===== config.mk =====
export PLATFORM = sky130hd
export DESIGN_NAME = tsx_wide_clock
export DESIGN_NICKNAME = d
export VERILOG_FILES = /design/src/rtl/tsx_pkg.sv /design/src/rtl/tsx_epoch.sv /design/src/rtl/tsx_div.sv /design/src/rtl/tsx_req_ctrl.sv /design/src/rtl/tsx_wide_clock.sv
export SDC_FILE = /design/constraint.sdc
export NUM_CORES = 2
export LEC_CHECK = 0
export BUFFER_PORTS_ARGS = -buffer_cell sky130_fd_sc_hd__buf_2
export CAP_MARGIN = 20
export CORE_MARGIN = 2
export CORE_UTILIZATION = 35
export DETAILED_ROUTE_END_ITERATION = 8
export PLACE_DENSITY_LB_ADDON = 0.25
export SLEW_MARGIN = 10
export SYNTH_ARGS = -nofsm -noshare
export SYNTH_HDL_FRONTEND = slang
export SYNTH_SLANG_ARGS = --single-unit
export TNS_END_PERCENT = 30

===== constraint.sdc =====
create_clock -name clk_i -period 6.6 [get_ports clk_i]
set_clock_uncertainty 0.05 [all_clocks]
set_input_delay 0.66 -clock clk_i [delete_from_list [all_inputs] [get_ports clk_i]]
set_output_delay 0.66 -clock clk_i [all_outputs]
set_load 0.01 [all_outputs]

===== src/rtl/tsx_pkg.sv =====
package tsx_pkg;
  typedef enum logic [2:0] {
    EV_PUSH  = 3'd0,
    EV_WRAP  = 3'd1,
    EV_HALF  = 3'd2,
    EV_EXTC  = 3'd3,
    EV_RX    = 3'd4,
    EV_TX    = 3'd5
  } ev_e;

  typedef enum logic [1:0] {
    OP_GET = 2'd0,
    OP_SET = 2'd1,
    OP_ADJ = 2'd2
  } op_e;

  function automatic logic is_capture(logic [2:0] k);
    return (k == EV_PUSH) || (k == EV_EXTC) || (k == EV_RX) || (k == EV_TX);
  endfunction
endpackage


===== src/rtl/tsx_epoch.sv =====
module tsx_epoch
  import tsx_pkg::*;
#(
  parameter int CW = 32,
  parameter int EW = 32,
  parameter int FW = 8,
  localparam int TW = CW + EW
) (
  input  logic          clk_i,
  input  logic          rst_ni,
  input  logic [FW-1:0] fac_i,
  input  logic          evt_valid_i,
  input  logic [2:0]    evt_type_i,
  input  logic [CW-1:0] evt_low_i,
  input  logic          epoch_ld_i,
  input  logic [EW-1:0] epoch_val_i,
  output logic          cap_valid_o,
  output logic [2:0]    cap_type_o,
  output logic [TW-1:0] cap_ns_o
);
  logic [EW-1:0] epoch_q;
  logic          first_half_q;
  logic [EW-1:0] hi_sel;
  logic [TW-1:0] wide;

  // capture taken before a wrap but read after it
  always_comb begin
    hi_sel = (first_half_q && evt_low_i[CW-1]) ? epoch_q - 1'b1 : epoch_q;
    wide   = {hi_sel, evt_low_i};
  end

  always_ff @(posedge clk_i or negedge rst_ni) begin
    if (!rst_ni) begin
      epoch_q      <= '0;
      first_half_q <= 1'b0;
      cap_valid_o  <= 1'b0;
      cap_type_o   <= '0;
      cap_ns_o     <= '0;
    end else begin
      cap_valid_o <= evt_valid_i && is_capture(evt_type_i);
      if (evt_valid_i && is_capture(evt_type_i)) begin
        cap_type_o <= evt_type_i;
        cap_ns_o   <= wide * TW'(fac_i);
      end
      if (evt_valid_i && evt_type_i == EV_WRAP) first_half_q <= 1'b1;
      else if (evt_valid_i && evt_type_i == EV_HALF) first_half_q <= 1'b0;
      // a load from the request side wins over a same-cycle wrap
      if (epoch_ld_i) epoch_q <= epoch_val_i;
      else if (evt_valid_i && evt_type_i == EV_WRAP) epoch_q <= epoch_q + 1'b1;
    end
  end

  p_wrap_inc_r3: assert property (@(posedge clk_i) disable iff (!rst_ni)
    (evt_valid_i && evt_type_i == EV_WRAP && !epoch_ld_i)
      |=> (epoch_q == $past(epoch_q) + 1'b1) && first_half_q);

  p_half_clr_r4: assert property (@(posedge clk_i) disable iff (!rst_ni)
    (evt_valid_i && evt_type_i == EV_HALF) |=> !first_half_q);

  p_noncap_quiet_r2: assert property (@(posedge clk_i) disable iff (!rst_ni)
    (evt_valid_i && !is_capture(evt_type_i)) |=> !cap_valid_o);
endmodule


===== src/rtl/tsx_div.sv =====
module tsx_div #(
  parameter int NW = 64,
  parameter int DW = 8,
  localparam int KW = $clog2(NW)
) (
  input  logic          clk_i,
  input  logic          rst_ni,
  input  logic          start_i,
  input  logic [NW-1:0] dvd_i,
  input  logic [DW-1:0] dvs_i,
  output logic          busy_o,
  output logic          done_o,
  output logic [NW-1:0] quo_o
);
  logic [DW-1:0] rem_q, dvs_q;
  logic [KW-1:0] cnt_q;
  logic [DW:0]   sh, diff;
  logic          ge;

  always_comb begin
    sh   = {rem_q, quo_o[NW-1]};
    diff = sh - {1'b0, dvs_q};
    ge   = sh >= {1'b0, dvs_q};
  end

  always_ff @(posedge clk_i or negedge rst_ni) begin
    if (!rst_ni) begin
      rem_q  <= '0;
      dvs_q  <= '0;
      cnt_q  <= '0;
      busy_o <= 1'b0;
      done_o <= 1'b0;
      quo_o  <= '0;
    end else begin
      done_o <= 1'b0;
      if (start_i) begin
        rem_q  <= '0;
        dvs_q  <= dvs_i;
        quo_o  <= dvd_i;
        cnt_q  <= '0;
        busy_o <= 1'b1;
      end else if (busy_o) begin
        rem_q <= ge ? diff[DW-1:0] : sh[DW-1:0];
        quo_o <= {quo_o[NW-2:0], ge};
        cnt_q <= cnt_q + 1'b1;
        if (cnt_q == KW'(NW - 1)) begin
          busy_o <= 1'b0;
          done_o <= 1'b1;
        end
      end
    end
  end

  p_start_idle_r7: assert property (@(posedge clk_i) disable iff (!rst_ni)
    start_i |-> !busy_o);

  p_done_pulse_r7: assert property (@(posedge clk_i) disable iff (!rst_ni)
    done_o |=> !done_o && !busy_o);
endmodule


===== src/rtl/tsx_req_ctrl.sv =====
module tsx_req_ctrl
  import tsx_pkg::*;
#(
  parameter int TW       = 64,
  parameter int CW       = 32,
  parameter int WAIT_CYC = 20,
  localparam int KW = $clog2(WAIT_CYC + 1)
) (
  input  logic             clk_i,
  input  logic             rst_ni,
  input  logic             req_valid_i,
  input  logic [1:0]       req_op_i,
  input  logic [TW-1:0]    req_ns_i,
  output logic             req_ready_o,
  input  logic             cap_valid_i,
  input  logic [2:0]       cap_type_i,
  input  logic [TW-1:0]    cap_ns_i,
  output logic             div_start_o,
  output logic [TW-1:0]    div_dvd_o,
  input  logic             div_done_i,
  input  logic [TW-1:0]    div_quo_i,
  output logic             push_o,
  output logic             load_o,
  output logic [CW-1:0]    load_val_o,
  output logic             epoch_ld_o,
  output logic [TW-CW-1:0] epoch_val_o,
  output logic             rsp_valid_o,
  output logic             rsp_busy_o,
  output logic [TW-1:0]    rsp_ns_o
);
  typedef enum logic [1:0] {S_IDLE, S_WAIT, S_DSTART, S_DIV} st_e;

  st_e           st_q;
  logic          is_adj_q;
  logic [TW-1:0] arg_q;
  logic [KW-1:0] cnt_q;
  logic          push_hit;

  assign push_hit    = cap_valid_i && cap_type_i == EV_PUSH;
  assign req_ready_o = st_q == S_IDLE;
  assign div_start_o = st_q == S_DSTART;
  assign div_dvd_o   = arg_q;

  always_ff @(posedge clk_i or negedge rst_ni) begin
    if (!rst_ni) begin
      st_q        <= S_IDLE;
      is_adj_q    <= 1'b0;
      arg_q       <= '0;
      cnt_q       <= '0;
      push_o      <= 1'b0;
      load_o      <= 1'b0;
      load_val_o  <= '0;
      epoch_ld_o  <= 1'b0;
      epoch_val_o <= '0;
      rsp_valid_o <= 1'b0;
      rsp_busy_o  <= 1'b0;
      rsp_ns_o    <= '0;
    end else begin
      push_o      <= 1'b0;
      load_o      <= 1'b0;
      epoch_ld_o  <= 1'b0;
      rsp_valid_o <= 1'b0;
      unique case (st_q)
        S_IDLE: if (req_valid_i) begin
          arg_q <= req_ns_i;
          if (req_op_i == OP_SET) begin
            st_q <= S_DSTART;
          end else begin
            is_adj_q <= req_op_i == OP_ADJ;
            push_o   <= 1'b1;
            cnt_q    <= '0;
            st_q     <= S_WAIT;
          end
        end
        S_WAIT: begin
          if (push_hit) begin
            if (is_adj_q) begin
              arg_q <= cap_ns_i + arg_q;
              st_q  <= S_DSTART;
            end else begin
              rsp_valid_o <= 1'b1;
              rsp_busy_o  <= 1'b0;
              rsp_ns_o    <= cap_ns_i;
              st_q        <= S_IDLE;
            end
          end else if (cnt_q == KW'(WAIT_CYC - 1)) begin
            rsp_valid_o <= 1'b1;
            rsp_busy_o  <= 1'b1;
            rsp_ns_o    <= '0;
            st_q        <= S_IDLE;
          end else begin
            cnt_q <= cnt_q + 1'b1;
          end
        end
        S_DSTART: st_q <= S_DIV;
        S_DIV: if (div_done_i) begin
          load_o      <= 1'b1;
          load_val_o  <= div_quo_i[CW-1:0];
          epoch_ld_o  <= 1'b1;
          epoch_val_o <= div_quo_i[TW-1:CW];
          rsp_valid_o <= 1'b1;
          rsp_busy_o  <= 1'b0;
          rsp_ns_o    <= '0;
          st_q        <= S_IDLE;
        end
        default: st_q <= S_IDLE;
      endcase
    end
  end

  p_push_pulse_r8: assert property (@(posedge clk_i) disable iff (!rst_ni)
    push_o |=> !push_o);

  p_busy_no_load_r9: assert property (@(posedge clk_i) disable iff (!rst_ni)
    (rsp_valid_o && rsp_busy_o) |-> (rsp_ns_o == '0) && !load_o);

  p_wait_bound_r9: assert property (@(posedge clk_i) disable iff (!rst_ni)
    (st_q == S_WAIT) |-> (cnt_q < KW'(WAIT_CYC)));

  p_load_with_rsp_r7: assert property (@(posedge clk_i) disable iff (!rst_ni)
    load_o |-> rsp_valid_o && !rsp_busy_o && epoch_ld_o);

  p_busy_ignores_r11: assert property (@(posedge clk_i) disable iff (!rst_ni)
    (req_valid_i && !req_ready_o) |=> !push_o);
endmodule


===== src/rtl/tsx_wide_clock.sv =====
module tsx_wide_clock #(
  parameter int CNT_W    = 32,
  parameter int EPOCH_W  = 32,
  parameter int FAC_W    = 8,
  parameter int WAIT_CYC = 20,
  localparam int TW = CNT_W + EPOCH_W
) (
  input  logic             clk_i,
  input  logic             rst_ni,
  input  logic [FAC_W-1:0] tick_ns_i,
  input  logic             evt_valid_i,
  input  logic [2:0]       evt_type_i,
  input  logic [CNT_W-1:0] evt_low_i,
  output logic             ts_valid_o,
  output logic [2:0]       ts_type_o,
  output logic [TW-1:0]    ts_ns_o,
  input  logic             req_valid_i,
  output logic             req_ready_o,
  input  logic [1:0]       req_op_i,
  input  logic [TW-1:0]    req_ns_i,
  output logic             push_o,
  output logic             load_o,
  output logic [CNT_W-1:0] load_val_o,
  output logic             rsp_valid_o,
  output logic             rsp_busy_o,
  output logic [TW-1:0]    rsp_ns_o
);
  logic [FAC_W-1:0]   fac_q;
  logic               fac_ld_q;
  logic               epoch_ld;
  logic [EPOCH_W-1:0] epoch_val;
  logic               div_start, div_busy, div_done;
  logic [TW-1:0]      div_dvd, div_quo;

  always_ff @(posedge clk_i or negedge rst_ni) begin
    if (!rst_ni) begin
      fac_q    <= '0;
      fac_ld_q <= 1'b0;
    end else if (!fac_ld_q) begin
      fac_q    <= tick_ns_i;
      fac_ld_q <= 1'b1;
    end
  end

  tsx_epoch #(.CW(CNT_W), .EW(EPOCH_W), .FW(FAC_W)) u_epoch (
    .clk_i, .rst_ni,
    .fac_i       (fac_q),
    .evt_valid_i, .evt_type_i, .evt_low_i,
    .epoch_ld_i  (epoch_ld),
    .epoch_val_i (epoch_val),
    .cap_valid_o (ts_valid_o),
    .cap_type_o  (ts_type_o),
    .cap_ns_o    (ts_ns_o)
  );

  tsx_req_ctrl #(.TW(TW), .CW(CNT_W), .WAIT_CYC(WAIT_CYC)) u_ctrl (
    .clk_i, .rst_ni,
    .req_valid_i, .req_op_i, .req_ns_i, .req_ready_o,
    .cap_valid_i (ts_valid_o),
    .cap_type_i  (ts_type_o),
    .cap_ns_i    (ts_ns_o),
    .div_start_o (div_start),
    .div_dvd_o   (div_dvd),
    .div_done_i  (div_done),
    .div_quo_i   (div_quo),
    .push_o, .load_o, .load_val_o,
    .epoch_ld_o  (epoch_ld),
    .epoch_val_o (epoch_val),
    .rsp_valid_o, .rsp_busy_o, .rsp_ns_o
  );

  tsx_div #(.NW(TW), .DW(FAC_W)) u_div (
    .clk_i, .rst_ni,
    .start_i (div_start),
    .dvd_i   (div_dvd),
    .dvs_i   (fac_q),
    .busy_o  (div_busy),
    .done_o  (div_done),
    .quo_o   (div_quo)
  );

  p_fac_static_r6: assert property (@(posedge clk_i) disable iff (!rst_ni)
    (fac_ld_q && $past(fac_ld_q)) |-> $stable(fac_q));

  p_div_only_busy_r11: assert property (@(posedge clk_i) disable iff (!rst_ni)
    div_busy |-> !req_ready_o);
endmodule


# == Word level (Yosys, flattened, before mapping) ==
# Index checks and enable logic that the tools add are counted.
# W data, S select, Z words.
# totals
word_cells,129
regBits,402
output_inout_bits,169
# op_classes
add_sub_neg,6
eq_ne,21
n_lt_le_gt_ge,1
mul,1
mux,53
reduce_logical,22
bitwise_logic,1
# op_table
op,n
$mux W64,9
$pmux W64 S2,2
$mux W32,3
$add A64 B64 Y64,1
$mul A64 B8 Y64,1
$add A32 B1 Y32 const B,1
$sub A32 B1 Y32 const B,1
$mux W8,3
$mux W1,20
$mux W5,4
$mux W2,6
$mux W6,2
$pmux W5 S2,1
$reduce_bool A2 Y1,5
$ge A9 B8 Y1,1
$ne A2 B2 Y1 const B,4
$pmux W2 S4,1
$reduce_and A4 Y1,2
$sub A8 B8 Y8,1
$add A6 B1 Y6 const B,1
$eq A2 B2 Y1 const B,3
$eq A3 B2 Y1 const B,2
$eq A3 B3 Y1 const B,2
$eq A6 B6 Y1 const B,1
other kinds (16),28

# == Logic depth before layout (Yosys ltp) ==
# depth
ltp_word,5
ltp_mapped,30

# == Modules after synthesis ==
# From an unflattened synthesis, not the netlist that was laid out.
# unflattened
cells_unflattened,4105
hier_area_um2,36389.9
# by_module_without_submodules
mod,seq_area_each_um2,cells_per_inst,n_inst,area_per_inst_um2
tsx_epoch,2527.4,2271,1,19576.3
tsx_req_ctrl,5104.9,1382,1,12105.4
tsx_div,2202.1,433,1,4347.9
tsx_wide_clock,225.2,19,1,360.3

# == Least setup slack after synthesis ==
# No wires, ideal clock.
# synth_timing
path_type,input to register
from,input port evt_low_i[31]
to,register u_epoch.cap_ns_o[57]
required_time_ns,6.481
setup_ns,0.069
arrival_ns,6.827
cell_stages,24
slack_ns,-0.346
cell_sequence,buf_2 -> nand2_1 -> or4_1 -> nor3_1 -> nand2b_1 -> or4_1 -> nor3_1 -> xnor2_1 -> nor2b_1 -> fa_1 -> fa_1 -> fa_1 -> inv_1 -> fa_1 -> inv_1 -> ha_1 -> clkbuf_1 -> and3_1 -> nand2_1 -> o31a_1 -> o31ai_1 -> a211oi_1 -> or4_1 -> nand3_1
# synth_via
elab_chain_cells,3
# synth_rtl
element,line,rtl
start: declaration,tsx_wide_clock.sv:13,"input logic [CNT_W-1:0] evt_low_i,"
$logic_and A1 B1 Y1,tsx_epoch.sv:28,hi_sel = (first_half_q && evt_low_i[CW-1]) ? epoch_q - 1'b1 : epoch_q;
$mux W32,tsx_epoch.sv:28,
$mul A64 B8 Y64 (*),tsx_epoch.sv:43,cap_ns_o <= wide * TW'(fac_i);
end signal: assignment,tsx_epoch.sv:43,
end: declaration,tsx_epoch.sv:19,output logic [TW-1:0] cap_ns_o
# Every way passes the cells marked *; elsewhere a longest branch is shown, timed or not.
# A chain may end at the register's enable or synchronous reset.

# == Final worst setup path ==
# layout_timing
from,register u_epoch.epoch_q[9]
to,register u_epoch.cap_ns_o[59]
# layout_via
elab_chain_cells,3
# layout_rtl
element,line,rtl
start: declaration,tsx_epoch.sv:21,logic [EW-1:0] epoch_q;
start signal: assignment,tsx_epoch.sv:48,if (epoch_ld_i) epoch_q <= epoch_val_i;
start signal: assignment,tsx_epoch.sv:49,else if (evt_valid_i && evt_type_i == EV_WRAP) epoch_q <= epoch_q + 1'b1;
$sub A32 B1 Y32,tsx_epoch.sv:28,
$mux W32 (*),tsx_epoch.sv:28,
$mul A64 B8 Y64 (*),tsx_epoch.sv:43,
# Marks and branches as above.

==> key figures <==
Logic synthesis
  • Prevailing post-synth register cell: sky130_fd_sc_hd__dfrtp_1
  • Number of flops mapped to enable cells by yosys: 0
  • Combined area of all synthesized cells: 35600 um2
  • Number of distinct standard cells referenced by the synthesized netlist: 78
  • Synthesized net count: around 4700
  • Post-synthesis async set-or-reset flop share: 100%
  • Sequential fraction of the synthesis area: between 20% and 30%
  • Yosys warnings: 0
  • Synthesized area divided by synthesized cell count: 8.64 um2
  • Synthesized instance count: just over 4000
  • Flop and latch count out of synthesis: ~400

Worst setup path
  • Launching point of the worst reg2reg path: u_epoch.epoch_q[9]$_DFFE_PN0P_
  • Arrival time at the worst endpoint: between 7 and 8 ns
  • Data required time of the critical path: 7.07 ns
  • Worst setup path startpoint: u_epoch.epoch_q[9]$_DFFE_PN0P_
  • Worst setup path class: reg -> reg
  • Startpoint type of the worst setup path: flop
  • Highest fanout seen on the critical path: 6
  • Kind of end point of the critical path: flop

Floorplan
  • Initial core utilization: a little over a third
  • Die outline area: ~100000 um2
  • Placeable Area: 100000 um2
  • Ports placed on the boundary: 282
  • Die Span Y: between 300 and 400 um
  • Die span in x: around 320 um
  • Number of standard-cell rows in the floorplan: roughly 120

Timing
  • Final critical delay including setup and external delays: 6.62 ns
  • Final worst slack: -0.0244 ns
  • Slew of the pin with the lowest slew margin: slightly above 1 ns
  • Final-report max-slew violation count: 0
  • Number of setup violations in the final report: 2
  • Number of hold violations in the final report: 6
  • Tcrit/Tclk final: 100%
  • Max-slew headroom at the worst pin: between 30% and 40%
  • Worst-case hold slack: -0.0230 ns
  • Timing-limited maximum frequency: approximately 150 MHz
  • Unrepaired setup endpoints after global routing: true

Placement
  • DP HPWL: 89200 um
  • Minimum setup slack after placement: -0.256 ns
  • Buffers added on ports: between 200 and 300
  • Routability cong.: about 0.9

Min path
  • Min-Delay Path Class: in -> async

Run status
  • Failing checks: negative hold slack, negative setup slack
  • Result of the run: finished with violations

Detailed routing
  • Wire length reported by the detailed router: between 100000 and 150000 um
  • Initial DRC count: roughly 2000
  • Initial DRT Pass Iterations: 5
  • Routed vias: 29949
  • Number of vias per cell: a little over 5
  • Routed wire length per instance: 19.6 um
  • Post-detailed-route DRC marker count: 0
  • Number of routed nets with antenna violations: 0

Clock tree
  • Clock root buffer: sky130_fd_sc_hd__clkbuf_16
  • Clock transition at the register clock pins on the worst setup and hold paths after CTS: roughly 0.060 ns
  • Clock sink count: 402
  • Number of buffers created by CTS: 49
  • Clock tree buffer depth: 3
  • Clock tree from TritonCTS: done
  • Depth of the CTS H-tree: 2
  • Clock latency on the worst-skew pair: around 0.64 ns

Global routing
  • Tot GR Track Use: around 22%
  • Via count of the first global-routing pass: between 30000 and 40000
  • Pin count of the biggest net entering global routing: ~150
  • Remaining global-route overflow: 0
  • Antenna violations before repair: 5
  • Global-route wire length before repair: between 150000 and 200000 um

Cells and area
  • Growth of design area from synthesis to finish: 17.6%
  • Share of layout cells above drive strength 1: approximately 15%
  • Area taken by multi-input logic gates: around 24000 um2
  • Number of fill cells in the layout: between 10000 and 15000
  • Area taken by flip-flops and latches: approximately 10000 um2
  • Final nets: about 5100

Flow run
  • Number of maximum-capacitance violations: 0
[sequential cells by signal, summed over array words and instances, names as in the netlist, 32 cells and up]
register and count:
u_ctrl.div_dvd_o 64, u_epoch.epoch_q 32, u_ctrl.rsp_ns_o 64, u_ctrl.epoch_val_o 32
u_epoch.cap_ns_o 64, u_ctrl.load_val_o 32, u_div.quo_o 64
[cell usage in the layout (no fill, tap or decap), types with 9 or more instances in the layout]
master | netlist | final
sky130_fd_sc_hd__nand2_1 | 857 | 854
sky130_fd_sc_hd__dfrtp_1 | 402 | 391
sky130_fd_sc_hd__o21ai_0 | 361 | 355
sky130_fd_sc_hd__fa_1 | 350 | 348
sky130_fd_sc_hd__inv_1 | 320 | 319
sky130_fd_sc_hd__buf_2 | 3 | 280
sky130_fd_sc_hd__buf_4 | 0 | 217
sky130_fd_sc_hd__a21oi_1 | 210 | 205
sky130_fd_sc_hd__nor2_1 | 166 | 164
sky130_fd_sc_hd__nor2b_1 | 174 | 164
sky130_fd_sc_hd__ha_1 | 147 | 141
sky130_fd_sc_hd__and2_1 | 132 | 132
sky130_fd_sc_hd__xnor2_1 | 109 | 98
sky130_fd_sc_hd__xor2_1 | 77 | 75
sky130_fd_sc_hd__a21o_1 | 76 | 75
sky130_fd_sc_hd__mux2i_1 | 69 | 69
sky130_fd_sc_hd__nand2b_1 | 52 | 51
sky130_fd_sc_hd__clkbuf_16 | 0 | 49
sky130_fd_sc_hd__nand4_1 | 47 | 47
sky130_fd_sc_hd__nand3_1 | 46 | 45
sky130_fd_sc_hd__nor3_1 | 37 | 34
sky130_fd_sc_hd__and3_1 | 25 | 25
sky130_fd_sc_hd__a31oi_1 | 27 | 25
sky130_fd_sc_hd__a211oi_1 | 23 | 22
sky130_fd_sc_hd__o21bai_1 | 21 | 21
sky130_fd_sc_hd__o21a_1 | 13 | 13
sky130_fd_sc_hd__clkinv_2 | 0 | 12
sky130_fd_sc_hd__xnor2_2 | 2 | 10
sky130_fd_sc_hd__nor2b_2 | 1 | 10
sky130_fd_sc_hd__o31ai_1 | 11 | 10
sky130_fd_sc_hd__o211ai_1 | 10 | 10
sky130_fd_sc_hd__dfrtp_2 | 0 | 10
sky130_fd_sc_hd__mux2_2 | 9 | 9
sky130_fd_sc_hd__clkbuf_8 | 0 | 9
[metal layers]
layer,wire length (um),share of wire (%),global-route usage [%]
met5,43,0.037,0
met4,2400,2.1,5.05
met2,48200,42,32.4
met1,56300,49,33.5
met3,7810,6.8,3.68
[cell type report]
type                    count  area share (%)
repair buffers            508            7.69
inverters                 320            2.87
diodes                      1         0.00598
clock inverters            26           0.783
well taps                1357            4.06
clock buffers              66            3.30
multi-input cells        3174            57.2
flip-flops and latches    402            24.1
[through the flow]
step / TNS [ns] / instances / utilization (%) / hold WS, ns / cell area (um2)
finish: -0.0299 / 5854 / 41.7 / -0.0230 / 41900
global route: -1.83 / 5853 / 41.7 / 0.0287 / 41800
CTS: 0 / 5843 / 41.3 / 0.00803 / 41500
detailed placement: -1.97 / 5747 / 39.5 / 0.408 / 39700
global placement: -1.05 / 5747 / 39.5 / 0.408 / 39700
floorplan: -0.0131 / 4122 / - / 0.314 / 35700
[final timing paths]
kind / end / slack, ns / depth (start not counted)
hold reg to reg: u_ctrl.load_val_o[13]$_DFFE_PN0P_ / 0.42 / 2
hold / removal: u_ctrl.rsp_ns_o[57]$_DFFE_PN0P_ / -0.02 / 1
setup reg to reg: u_epoch.cap_ns_o[59]$_DFFE_PN0P_ / -0.02 / 22
setup / recovery: u_epoch.cap_ns_o[59]$_DFFE_PN0P_ / -0.02 / 22
max in group asynchronous: u_ctrl.rsp_ns_o[15]$_DFFE_PN0P_ / 5.10 / 2
min in group clk_i: fac_q[3]$_DFFE_PN0N_ / 0.22 / 2
[kinds of logic (layout without fill, tap and decap cells)]
logic type,after synthesis,count (layout),synth area share [%]
AND/OR/NAND/NOR,1588,1588,20.7
AO/OA/AOI/OAI,821,821,13.4
buffers and inverters,546,920,5.79
adder cells (fa/ha/maj),497,497,24.9
flip-flops,402,402,28.3
XOR/XNOR,189,189,4.73
multiplexers,78,78,2.22
other,1,2,0.0105
[timing repair]
| action | 4_1_cts | 5_1_grt |
|---|---|---|
| setup buffers | 4 | 9 |
| gates resized for setup | 15 | 47 |
| hold buffers | 0 | 0 |
| pin swaps | 12 | 18 |
| endpoints found under the setup margin | 10 | 16 |
[critical path, stage by stage (launching register included)]
cell                      delay, ns
sky130_fd_sc_hd__dfrtp_1       0.38
sky130_fd_sc_hd__or4_4         0.55
sky130_fd_sc_hd__or3_4         0.34
sky130_fd_sc_hd__or3_4         0.41
sky130_fd_sc_hd__or3_4         0.37
sky130_fd_sc_hd__buf_6         0.14
sky130_fd_sc_hd__nor3b_4       0.26
sky130_fd_sc_hd__xnor2_4       0.15
sky130_fd_sc_hd__nor2b_1       0.16
sky130_fd_sc_hd__fa_1          0.46
sky130_fd_sc_hd__fa_1          0.53
sky130_fd_sc_hd__fa_1          0.52
sky130_fd_sc_hd__inv_1         0.05
sky130_fd_sc_hd__fa_1          0.47
sky130_fd_sc_hd__inv_1         0.06
sky130_fd_sc_hd__ha_4          0.27
sky130_fd_sc_hd__and4_4        0.21
sky130_fd_sc_hd__or3b_2        0.45
sky130_fd_sc_hd__o21ai_2       0.19
sky130_fd_sc_hd__buf_4         0.14
sky130_fd_sc_hd__a21oi_1       0.06
sky130_fd_sc_hd__xor2_1        0.14
sky130_fd_sc_hd__o21ai_0       0.13
[cell usage after synthesis (all sizes together) (27+ instances only)]
cell type / number / area [um2]
mux2i: 69 / 691
o21ai: 363 / 1820
nor2: 166 / 623
a21o: 76 / 571
xor2: 77 / 674
a21oi: 210 / 1050
clkbuf: 205 / 771
dfrtp: 402 / 10100
and2: 132 / 826
nor3: 37 / 185
nor2b: 175 / 1100
inv: 320 / 1200
xnor2: 111 / 987
fa: 350 / 7010
nand2b: 53 / 339
nand4: 47 / 294
nand3: 46 / 230
ha: 147 / 1840
a31oi: 27 / 169
nand2: 857 / 3220
Power is not shown: default switching activity piles up to over one toggle a cycle in this logic, so the estimate is an artifact.
